==> src/rtl/pwm_match_timer.sv <==
module pwm_match_timer #(
  parameter int CW = 16,
  parameter int PW = 16
) (
  input  logic        clk,
  input  logic        rst_n,
  input  logic        bus_wr,
  input  logic [3:0]  bus_addr,
  input  logic [31:0] bus_wdata,
  output logic [31:0] bus_rdata,
  output logic [6:1]  pwm_o,
  output logic        irq_o
);
  localparam int NM = 7;

  logic [CW-1:0]   tc;
  logic [CW-1:0]   mr [NM];
  logic [CW-1:0]   sh [NM];
  logic [PW-1:0]   pc, pr;
  logic            run_en, cnt_clr;
  logic [3*NM-1:0] mcr;
  logic [6:2]      dbl;
  logic [6:1]      oen, q, set_v;
  logic [NM-1:0]   le, flg, hit, hit_int, hit_rst, hit_stop;

  wire run  = run_en & ~cnt_clr;
  wire tick = run && (pc == pr);

  always_comb
    for (int k = 0; k < NM; k++) begin
      hit[k]      = tick && (tc == mr[k]);
      hit_int[k]  = hit[k] & mcr[3*k];
      hit_rst[k]  = hit[k] & mcr[3*k+1];
      hit_stop[k] = hit[k] & mcr[3*k+2];
    end

  wire tc_rst = |hit_rst;
  wire stop   = |hit_stop;
  wire load   = hit_rst[0];

  wire wr_ir  = bus_wr && bus_addr == 4'd0;
  wire wr_tcr = bus_wr && bus_addr == 4'd1;
  wire wr_pr  = bus_wr && bus_addr == 4'd2;
  wire wr_mcr = bus_wr && bus_addr == 4'd3;
  wire wr_oc  = bus_wr && bus_addr == 4'd4;
  wire wr_le  = bus_wr && bus_addr == 4'd5;
  wire wr_mr  = bus_wr && bus_addr[3] && bus_addr[2:0] != 3'd7;
  wire [NM-1:0] w1c = wr_ir ? {bus_wdata[10:8], bus_wdata[3:0]} : '0;

  always_ff @(posedge clk)
    if (!rst_n) begin
      tc <= '0;
      pc <= '0;
    end else if (cnt_clr) begin
      tc <= '0;
      pc <= '0;
    end else if (tick) begin
      pc <= '0;
      tc <= tc_rst ? '0 : stop ? tc : tc + 1'b1;
    end else if (run) begin
      pc <= pc + 1'b1;
    end

  always_ff @(posedge clk)
    if (!rst_n) begin
      run_en <= 1'b0; cnt_clr <= 1'b0;
      pr <= '0; mcr <= '0; dbl <= '0; oen <= '0; le <= '0; flg <= '0;
    end else begin
      if (wr_tcr) {cnt_clr, run_en} <= bus_wdata[1:0];
      else if (stop) run_en <= 1'b0;
      if (wr_pr) pr <= bus_wdata[PW-1:0];
      if (wr_mcr) mcr <= bus_wdata[3*NM-1:0];
      if (wr_oc) begin
        dbl <= bus_wdata[6:2];
        oen <= bus_wdata[14:9];
      end
      if (wr_le) le <= bus_wdata[NM-1:0];
      else if (load) le <= '0;
      flg <= (flg & ~w1c) | hit_int;
    end

  always_ff @(posedge clk)
    for (int k = 0; k < NM; k++)
      if (!rst_n) begin
        sh[k] <= '0;
        mr[k] <= '0;
      end else begin
        if (wr_mr && bus_addr[2:0] == 3'(k)) sh[k] <= bus_wdata[CW-1:0];
        if (load && le[k]) mr[k] <= sh[k];
      end

  for (genvar n = 1; n <= 6; n++) begin : g_out
    if (n == 1) begin : g_se
      assign set_v[n] = tc_rst;
    end else begin : g_sel
      assign set_v[n] = dbl[n] ? hit[n-1] : tc_rst;
    end
    AST_MATCH_LOWERS: assert property (@(posedge clk) disable iff (!rst_n)
      hit[n] |=> !q[n]);
  end

  always_ff @(posedge clk)
    if (!rst_n) q <= '0;
    else q <= (q | set_v) & ~hit[6:1];

  assign pwm_o = q & oen;
  assign irq_o = |flg;

  always_comb
    case (bus_addr)
      4'd0:    bus_rdata = {21'b0, flg[6:4], 4'b0, flg[3:0]};
      4'd1:    bus_rdata = {30'b0, cnt_clr, run_en};
      4'd2:    bus_rdata = 32'(pr);
      4'd3:    bus_rdata = {11'b0, mcr};
      4'd4:    bus_rdata = {17'b0, oen, 2'b0, dbl, 2'b0};
      4'd5:    bus_rdata = {25'b0, le};
      4'd7:    bus_rdata = 32'(tc);
      4'd8, 4'd9, 4'd10, 4'd11, 4'd12, 4'd13, 4'd14:
               bus_rdata = 32'(sh[bus_addr[2:0]]);
      default: bus_rdata = '0;
    endcase

  AST_CLEAR_HOLDS: assert property (@(posedge clk) disable iff (!rst_n)
    cnt_clr |=> (tc == '0 && pc == '0));
  AST_COUNT_ON_TICK: assert property (@(posedge clk) disable iff (!rst_n)
    (!tick && !cnt_clr) |=> $stable(tc));
  AST_RESTART_ZERO: assert property (@(posedge clk) disable iff (!rst_n)
    tc_rst |=> tc == '0);
  AST_HALT_DISABLES: assert property (@(posedge clk) disable iff (!rst_n)
    (stop && !wr_tcr) |=> !run_en);
  AST_FLAG_RAISES: assert property (@(posedge clk) disable iff (!rst_n)
    (|hit_int) |=> irq_o);
  AST_ARM_CLEARS: assert property (@(posedge clk) disable iff (!rst_n)
    (load && !wr_le) |=> le == '0);
  for (genvar k = 0; k < NM; k++) begin : g_ld
    AST_SHADOW_MOVES: assert property (@(posedge clk) disable iff (!rst_n)
      (load && le[k]) |=> mr[k] == $past(sh[k]));
  end
endmodule

==> config.mk <==
export PLATFORM = sky130hd
export DESIGN_NAME = pwm_match_timer
export DESIGN_NICKNAME = d
export VERILOG_FILES = /design/src/rtl/pwm_match_timer.sv
export SDC_FILE = /design/constraint.sdc
export NUM_CORES = 1
export LEC_CHECK = 0
export CAP_MARGIN = 20
export CELL_PAD_IN_SITES_DETAIL_PLACEMENT = 0
export CELL_PAD_IN_SITES_GLOBAL_PLACEMENT = 1
export CORE_MARGIN = 3
export CORE_UTILIZATION = 48
export CTS_BUF_LIST = sky130_fd_sc_hd__clkbuf_4 sky130_fd_sc_hd__clkbuf_8
export DETAILED_ROUTE_END_ITERATION = 10
export DONT_BUFFER_PORTS = 1
export GPL_ROUTABILITY_DRIVEN = 0
export HOLD_SLACK_MARGIN = 0.05
export PLACE_DENSITY = 0.8
export REMOVE_ABC_BUFFERS = 1
export SLEW_MARGIN = 20
export SYNTH_ARGS = -nofsm -noshare
export SYNTH_HDL_FRONTEND = slang
export SYNTH_SLANG_ARGS = --single-unit
==> constraint.sdc <==
create_clock -name clk -period 2.5 [get_ports clk]
set_input_delay 0.125 -clock clk [delete_from_list [all_inputs] [get_ports clk]]
set_output_delay 0.125 -clock clk [all_outputs]
set_load 0.01 [all_outputs]
==> tab_implementation.tex, run 1 <==
\begin{tabular}{lr}
\hline
Metric & Value \\
\hline
\multicolumn{2}{l}{\textbf{Power and ir drop}} \\
Power density cells & 616 mW/mm² \\
Lkg Pwr & about 6.6 nW \\
Largest voltage drop on the vdd net & 494 µV \\
\multicolumn{2}{l}{\textbf{Drt}} \\
Total number of vias & around 12000 \\
Number of optimization iterations in the first detailed-route pass & 8 \\
Number of vias per cell & around 5.8 \\
Starting DRC count in detailed routing & approximately 1400 \\
Post-detailed-route DRC marker count & 0 \\
Post-detailed-routing wire length & about 51000 µm \\
Mean routed wirelength per cell & roughly 25 µm \\
Antenna-violating nets left & 0 \\
\multicolumn{2}{l}{\textbf{Worst setup path}} \\
Type of element capturing the critical path & flip-flop \\
Maximum net fanout on the critical path & 5 \\
WS Path Type & flip-flop to flip-flop \\
Crit path arrival time & between 3000 and 4000 ps \\
Data required time of the worst path & 3030 ps \\
Worst Setup Start Kind & flip-flop \\
\multicolumn{2}{l}{\textbf{Global route}} \\
Maximum number of pins on one net before global-route repair & 64 \\
Total routing resource utilization after global routing & 0.288 \\
Antenna violations before repair & 9 \\
Wire length of the first global-routing pass & about 75000 µm \\
Number of global-route vias before repair & roughly 12000 \\
Aggregate global routing overflow & 0 \\
\multicolumn{2}{l}{\textbf{Clock tree}} \\
Number of levels the H-tree was split into & 2 \\
TritonCTS clock tree & yes \\
Number of buffers created by CTS & 53 \\
Root Buffer Master & clkbuf\_8 \\
Reg clk slew, reported paths & 60 ps \\
Buffer levels on the longest clock path & 3 \\
Clock insertion delay at the later pin of the skew report & approximately 600 ps \\
Number of clock sinks seen by CTS & around 330 \\
\multicolumn{2}{l}{\textbf{Place}} \\
Input/output buffers & 0 \\
HPWL after detailed placement & $\sim$36000 µm \\
Cells after DPL & about 1900 \\
\multicolumn{2}{l}{\textbf{Finish}} \\
Growth of design area from synthesis to finish & 18.5\% \\
Ratio of cells with drive above 1 in the final layout & 0.166 \\
Final Instance Count excl. Fillers & roughly 2000 \\
Net count, final & approximately 1600 \\
\multicolumn{2}{l}{\textbf{Yosys}} \\
Post-synthesis cell count & 1442 \\
Sequential area share after synthesis & 0.555 \\
Asr flop ratio synth & 0 \\
Count of synthesis-stage warnings from yosys & 0 \\
Number of synthesized flops with an enable pin & between 200 and 250 \\
Most used flip-flop cell after synthesis & edfxtp\_1 \\
Total of flip-flops plus latches after synthesis & around 330 \\
Mean Syn Cell Area & between 10 and 15 µm² \\
Unique cell type count in the Yosys netlist & 55 \\
Netlist area before placement & $\sim$0.016 mm² \\
\multicolumn{2}{l}{\textbf{Floorplan}} \\
Die outline height & approximately 190 µm \\
CORE AREA & 0.0320 mm² \\
Effective utilization at floorplan & 0.493 \\
\# rows & 65 \\
Boundary pin count & slightly below 80 \\
Full die area & around 0.035 mm² \\
Die span in x & about 190 µm \\
\multicolumn{2}{l}{\textbf{Timing}} \\
Worst max-slew margin expressed relative to the limit & 0.343 \\
Worst-case hold slack & between 80 and 90 ps \\
Number of failing hold endpoints at the final stage & 0 \\
Worst clock skew on the final layout & around 28 ps \\
Part of the cycle the worst path needs & 1.00 \\
RSZ-0062 raised after global routing & yes \\
Minimum period implied by the final worst setup slack & 2500 ps \\
Number of failing setup endpoints in the final timing report & 0 \\
Max Transition Viols Final & 0 \\
Fmax & around 0.4 GHz \\
Transition time at the pin with the least slew margin & slightly below 1000 ps \\
\multicolumn{2}{l}{\textbf{Min path}} \\
Class of the tightest hold or removal check & input pin to flip-flop \\
\multicolumn{2}{l}{\textbf{Job}} \\
Max-cap check violation count & 0 \\
\multicolumn{2}{l}{\textbf{Run status}} \\
Run status & completed \\
\hline
\end{tabular}
-- sequential cells by signal, summed over array words and instances (netlist names) --
| name | cells |
|---|---|
| oen | 6 |
| mr | 112 |
| flg | 7 |
| le | 7 |
| tc | 16 |
| mcr | 21 |
| dbl | 5 |
| pc | 16 |
| cnt_clr | 1 |
| pr | 16 |
| q | 6 |
| sh | 112 |
| run_en | 1 |
-- per-layer routing --
metal / track usage / vias to the layer above / wire (µm)
met3: 0.0695 / 129 / 5650
met1: 0.379 / 5791 / 20000
met5: 0 / - / 7
met4: 0.120 / 2 / 2270
met2: 0.459 / 660 / 23600
li1: - / 5312 / -
-- path summary, 6_finish.rpt --
check	startpoint	endpoint	slack (ps)	cells after the start
worst min-delay path	bus_wr	dbl[4]	80	3
worst max-delay path	pr[11]	tc[8]	0.8	10
worst max register to register	pr[11]	tc[8]	0.8	10
worst min register to register	flg[2]	flg[2]	470	2
-- metrics by stage --
stage | setup WS (ps) | TNS [ps] | total power, mW | util | cell area [µm²]
2_1_floorplan | -158 | -11920 | 6.52 | - | 15400
3_3_place_gp | -223 | -13030 | 6.85 | 0.532 | 17000
3_5_place_dp | -217 | -11850 | 6.86 | 0.532 | 17000
4_1_cts | 0.540 | 0 | 11.6 | 0.578 | 18500
5_1_grt | -91.4 | -4210 | 11.9 | 0.584 | 18700
6_report | 0.850 | 0 | 11.5 | 0.584 | 18700
-- repair_timing --
item | CTS | global route
hold endpoints to repair | 360 | 0
gates resized for setup | 15 | 27
buffers inserted | 1 | 9
setup endpoints to repair | 246 | 252
hold buffers | 35 | 0
pin swaps | 2 | 10
gates cloned | 0 | 2
-- critical path, stage by stage (launching register included) --
cell       delay (ps)
dfxtp_1           360
xnor2_1           250
nand4b_1          150
nor4_2            330
buf_4             170
and2_1            160
nand4_1           130
buf_6             180
clkbuf_16         150
or4_1             390
a21oi_1           160
-- report_power, final --
group	switching [mW]	internal, mW
registers	0.127	5.95
clock network	2.14	2.50
logic	0.522	0.310
-- synth_stat cells (3+ instances only) --
library cell / number / area (µm²)
or2_2: 3 / 18.8
a22o_1: 8 / 70.1
o31ai_1: 9 / 67.6
nand2b_1: 4 / 25.0
nand4_1: 40 / 250
nor4_2: 6 / 75.1
mux2i_1: 39 / 390
clkbuf_1: 64 / 240
buf_2: 9 / 45.0
o21ai_0: 39 / 195
buf_1: 7 / 26.3
and2_1: 236 / 1480
a21oi_1: 79 / 395
nand2_1: 188 / 706
nor2_1: 45 / 169
and3_1: 22 / 138
a31oi_1: 5 / 31.3
nand4b_1: 3 / 26.3
buf_4: 21 / 158
dfxtp_1: 102 / 2040
or3_1: 10 / 62.6
and4_1: 4 / 35.0
inv_1: 9 / 33.8
or4_1: 6 / 45.0
mux4_2: 18 / 405
nand3_1: 25 / 125
a222oi_1: 12 / 120
nor3_1: 10 / 50.1
xor2_1: 9 / 78.8
nand3b_1: 8 / 60.1
xnor2_1: 133 / 1160
a22oi_1: 10 / 75.1
nor4_1: 4 / 25.0
o211ai_1: 7 / 52.6
edfxtp_1: 224 / 6730
-- area by class of cell --
type	instances	area, µm²
fillers	2662	13300
flip-flops and latches	326	8790
multi-input cells	1013	6650
repair buffers	156	1640
clock buffers	75	926
well taps	435	544
clock inverters	20	133
inverters	10	37.5
diodes	6	15.0
-- cells in the final DEF (no fill, tap or decap), types with 10 or more instances in the layout --
cell type	n
clkbuf_8	58
mux4_2	18
nand4_1	40
and3_1	22
a21oi_1	74
conb_1	11
buf_12	26
clkbuf_4	17
o21ai_0	32
a222oi_1	12
xnor2_1	130
dfxtp_1	90
edfxtp_1	224
and2_1	236
nand2_1	188
dlygate4sd3_1	34
or3_1	10
buf_4	89
nor3_1	10
nand3_1	25
nor2_1	45
mux2i_1	39
clkinv_1	11
-- cell families after synthesis --
family | synth area share
other cells | 0.000237
fa+ha+maj | 0.00158
flops | 0.555
simple gates | 0.211
mux | 0.0503
compound gates | 0.0700
xor+xnor | 0.0787
buf+inv | 0.0335
(Power assumes the default switching activity.)
==> run 2, diff against run 1 <==
--- a/config.mk
+++ b/config.mk
@@ -9,13 +9,13 @@
 export CELL_PAD_IN_SITES_DETAIL_PLACEMENT = 0
 export CELL_PAD_IN_SITES_GLOBAL_PLACEMENT = 1
 export CORE_MARGIN = 3
-export CORE_UTILIZATION = 48
+export CORE_UTILIZATION = 28
 export CTS_BUF_LIST = sky130_fd_sc_hd__clkbuf_4 sky130_fd_sc_hd__clkbuf_8
 export DETAILED_ROUTE_END_ITERATION = 10
 export DONT_BUFFER_PORTS = 1
 export GPL_ROUTABILITY_DRIVEN = 0
 export HOLD_SLACK_MARGIN = 0.05
-export PLACE_DENSITY = 0.8
+export PLACE_DENSITY = 0.52
 export REMOVE_ABC_BUFFERS = 1
 export SLEW_MARGIN = 20
 export SYNTH_ARGS = -nofsm -noshare
==> tab_implementation.tex, run 2 (synthesis results as in run 1) <==
\begin{tabular}{lr}
\hline
Metric & Value \\
\hline
\multicolumn{2}{l}{\textbf{Worst setup path}} \\
Maximum net fanout on the critical path & 10 \\
Type of element capturing the critical path & flip-flop \\
Data required time of the worst path & between 3000 and 4000 ps \\
Worst Setup Start Kind & flip-flop \\
Register-to-Register Path Depth & 13 \\
Library cell appearing most often on the critical path & buf\_12 \\
Crit path arrival time & 3220 ps \\
WS Path Type & flip-flop to flip-flop \\
Cell type of the slowest stage on the worst timing path & or4\_4 \\
Crit path cell chain & buf\_6 -> buf\_12 -> xnor2\_2 -> nand4\_1 -> nor4\_4 -> buf\_12 -> buf\_4 -> a22oi\_2 -> nand4\_1 -> buf\_6 -> buf\_12 -> or4\_4 -> a21oi\_2 \\
Crit path largest cell delay & between 400 and 500 ps \\
\multicolumn{2}{l}{\textbf{Drt}} \\
Antenna-violating nets left & 0 \\
Number of vias per cell & just under 5 \\
Number of optimization iterations in the first detailed-route pass & 8 \\
Total number of vias & about 12000 \\
Post-detailed-routing wire length & 63700 µm \\
Post-detailed-route DRC marker count & 0 \\
Mean routed wirelength per cell & between 20 and 30 µm \\
Starting DRC count in detailed routing & about 1100 \\
\multicolumn{2}{l}{\textbf{Timing}} \\
Part of the cycle the worst path needs & 1.06 \\
Fmax & between 0.3 and 0.4 GHz \\
Worst max-slew margin expressed relative to the limit & 0.279 \\
Number of failing hold endpoints at the final stage & 0 \\
Worst clock skew on the final layout & between 30 and 40 ps \\
Number of failing setup endpoints in the final timing report & 47 \\
Minimum period implied by the final worst setup slack & around 2600 ps \\
RSZ-0062 raised after global routing & yes \\
Final critical-path setup slack & -144 ps \\
Max Transition Viols Final & 0 \\
Transition time at the pin with the least slew margin & between 1000 and 1500 ps \\
Total negative setup slack & -1490 ps \\
Worst-case hold slack & between 100 and 150 ps \\
\multicolumn{2}{l}{\textbf{Power and ir drop}} \\
Lkg Pwr & between 7 and 8 nW \\
Power density cells & around 600 mW/mm² \\
Final Power & between 10 and 15 mW \\
Largest voltage drop on the vdd net & 381 µV \\
\multicolumn{2}{l}{\textbf{Finish}} \\
Net count, final & around 1700 \\
Growth of design area from synthesis to finish & 31.0\% \\
Ratio of cells with drive above 1 in the final layout & 0.270 \\
Most common cell after layout, fill and taps aside & edfxtp\_1 \\
Final Instance Count excl. Fillers & 2417 \\
Most frequent cells in the layout & edfxtp\_1, and2\_1, nand2\_1, xnor2\_1, buf\_4 \\
Fin util & 0.373 \\
Fin area & between 0.02 and 0.025 mm² \\
Largest registers & mr: 112 flops, sh: 112 flops, mcr: 21 flops \\
\multicolumn{2}{l}{\textbf{Floorplan}} \\
Effective utilization at floorplan & 0.285 \\
Die span in x & 244 µm \\
Boundary pin count & 78 \\
Full die area & roughly 0.06 mm² \\
CORE AREA & about 0.056 mm² \\
Die outline height & 244 µm \\
\# rows & 86 \\
\multicolumn{2}{l}{\textbf{Clock tree}} \\
Number of levels the H-tree was split into & 2 \\
Clock insertion delay at the later pin of the skew report & about 670 ps \\
Buffer levels on the longest clock path & 3 \\
Number of clock sinks seen by CTS & $\sim$330 \\
Number of buffers created by CTS & 60 \\
TritonCTS clock tree & yes \\
Reg clk slew, reported paths & about 60 ps \\
Root Buffer Master & clkbuf\_8 \\
\multicolumn{2}{l}{\textbf{Min path}} \\
Number of cells traversed by the worst hold path & 3 \\
Class of the tightest hold or removal check & input pin to flip-flop \\
\multicolumn{2}{l}{\textbf{Place}} \\
Cells after DPL & roughly 2200 \\
Input/output buffers & 0 \\
HPWL after detailed placement & between 40000 and 50000 µm \\
Setup Slack @ Placement & -572 ps \\
Post-detailed-placement cell area & about 0.018 mm² \\
\multicolumn{2}{l}{\textbf{Global route}} \\
Number of global-route vias before repair & $\sim$12000 \\
Total routing resource utilization after global routing & 0.209 \\
Maximum number of pins on one net before global-route repair & between 70 and 80 \\
Aggregate global routing overflow & 0 \\
Antenna violations before repair & 11 \\
Wire length of the first global-routing pass & 88800 µm \\
\multicolumn{2}{l}{\textbf{Job}} \\
Max-cap check violation count & 0 \\
\multicolumn{2}{l}{\textbf{Run status}} \\
Run status & finished with violations \\
Failing checks & setup timing \\
\hline
\end{tabular}
## run 2: changes by cell type in the layout (fill, tap and decap cells not counted), moves of 8 or more
cell,previous run,this run
o21ai_0,32,24
xnor2_2,3,16
and2_4,0,51
and3_1,22,14
buf_6,4,24
xnor2_1,130,114
buf_12,26,40
nand2_4,0,14
clkbuf_8,58,69
and2_1,236,185
nand2_1,188,174
and3_4,0,9
clkbuf_4,17,28
## run 2: report_power, final
part / leakage [nW] / switching, mW / internal [mW]
sequential: 3.06 / 0.152 / 5.95
combinational: 3.67 / 0.624 / 0.411
clock: 0.684 / 2.40 / 3.13
total: 7.42 / 3.18 / 9.49
## run 2: worst max-delay path: cells and delay by family (launching register included)
kind	cells	cell delay, ps
AND/OR/NAND/NOR	4	810
buffers and inverters	6	800
AO/OA/AOI/OAI	2	420
flip-flops	1	380
XOR/XNOR	1	130
## run 2: repair_timing
| item | in CTS | in global routing |
|---|---|---|
| pin swaps | 34 | 60 |
| gates cloned | 3 | 10 |
| setup endpoints to repair | 261 | 235 |
| endpoints found under the hold margin | 474 | 0 |
| buffers inserted | 20 | 7 |
| hold buffers | 33 | 0 |
| gates resized for setup | 88 | 143 |
## run 2: path summary, 6_finish.rpt
path	from	end	slack [ps]
max	tc[7]	tc[4]	-140
min	bus_wr	pr[10]	110
max reg2reg	tc[7]	tc[4]	-140
min reg2reg	oen[4]	oen[4]	470
## run 2: routing by layer
metal	global-route usage	up-vias	routed length (µm)
met4	0.0512	0	1490
met2	0.336	428	30000
met1	0.285	6034	27700
li1	-	5448	-
met3	0.0470	82	4470
met5	0	-	0
## run 2: final cells by class
cell class,instances,area [µm²]
Antenna cell,2,5.00
Inverter,10,37.5
Timing Repair Buffer,204,2410
Clock inverter,16,130
Multi-Input combinational cell,1014,7220
Fill cell,5550,34800
Clock buffer,97,1160
Sequential cell,326,8810
Tap cell,748,936
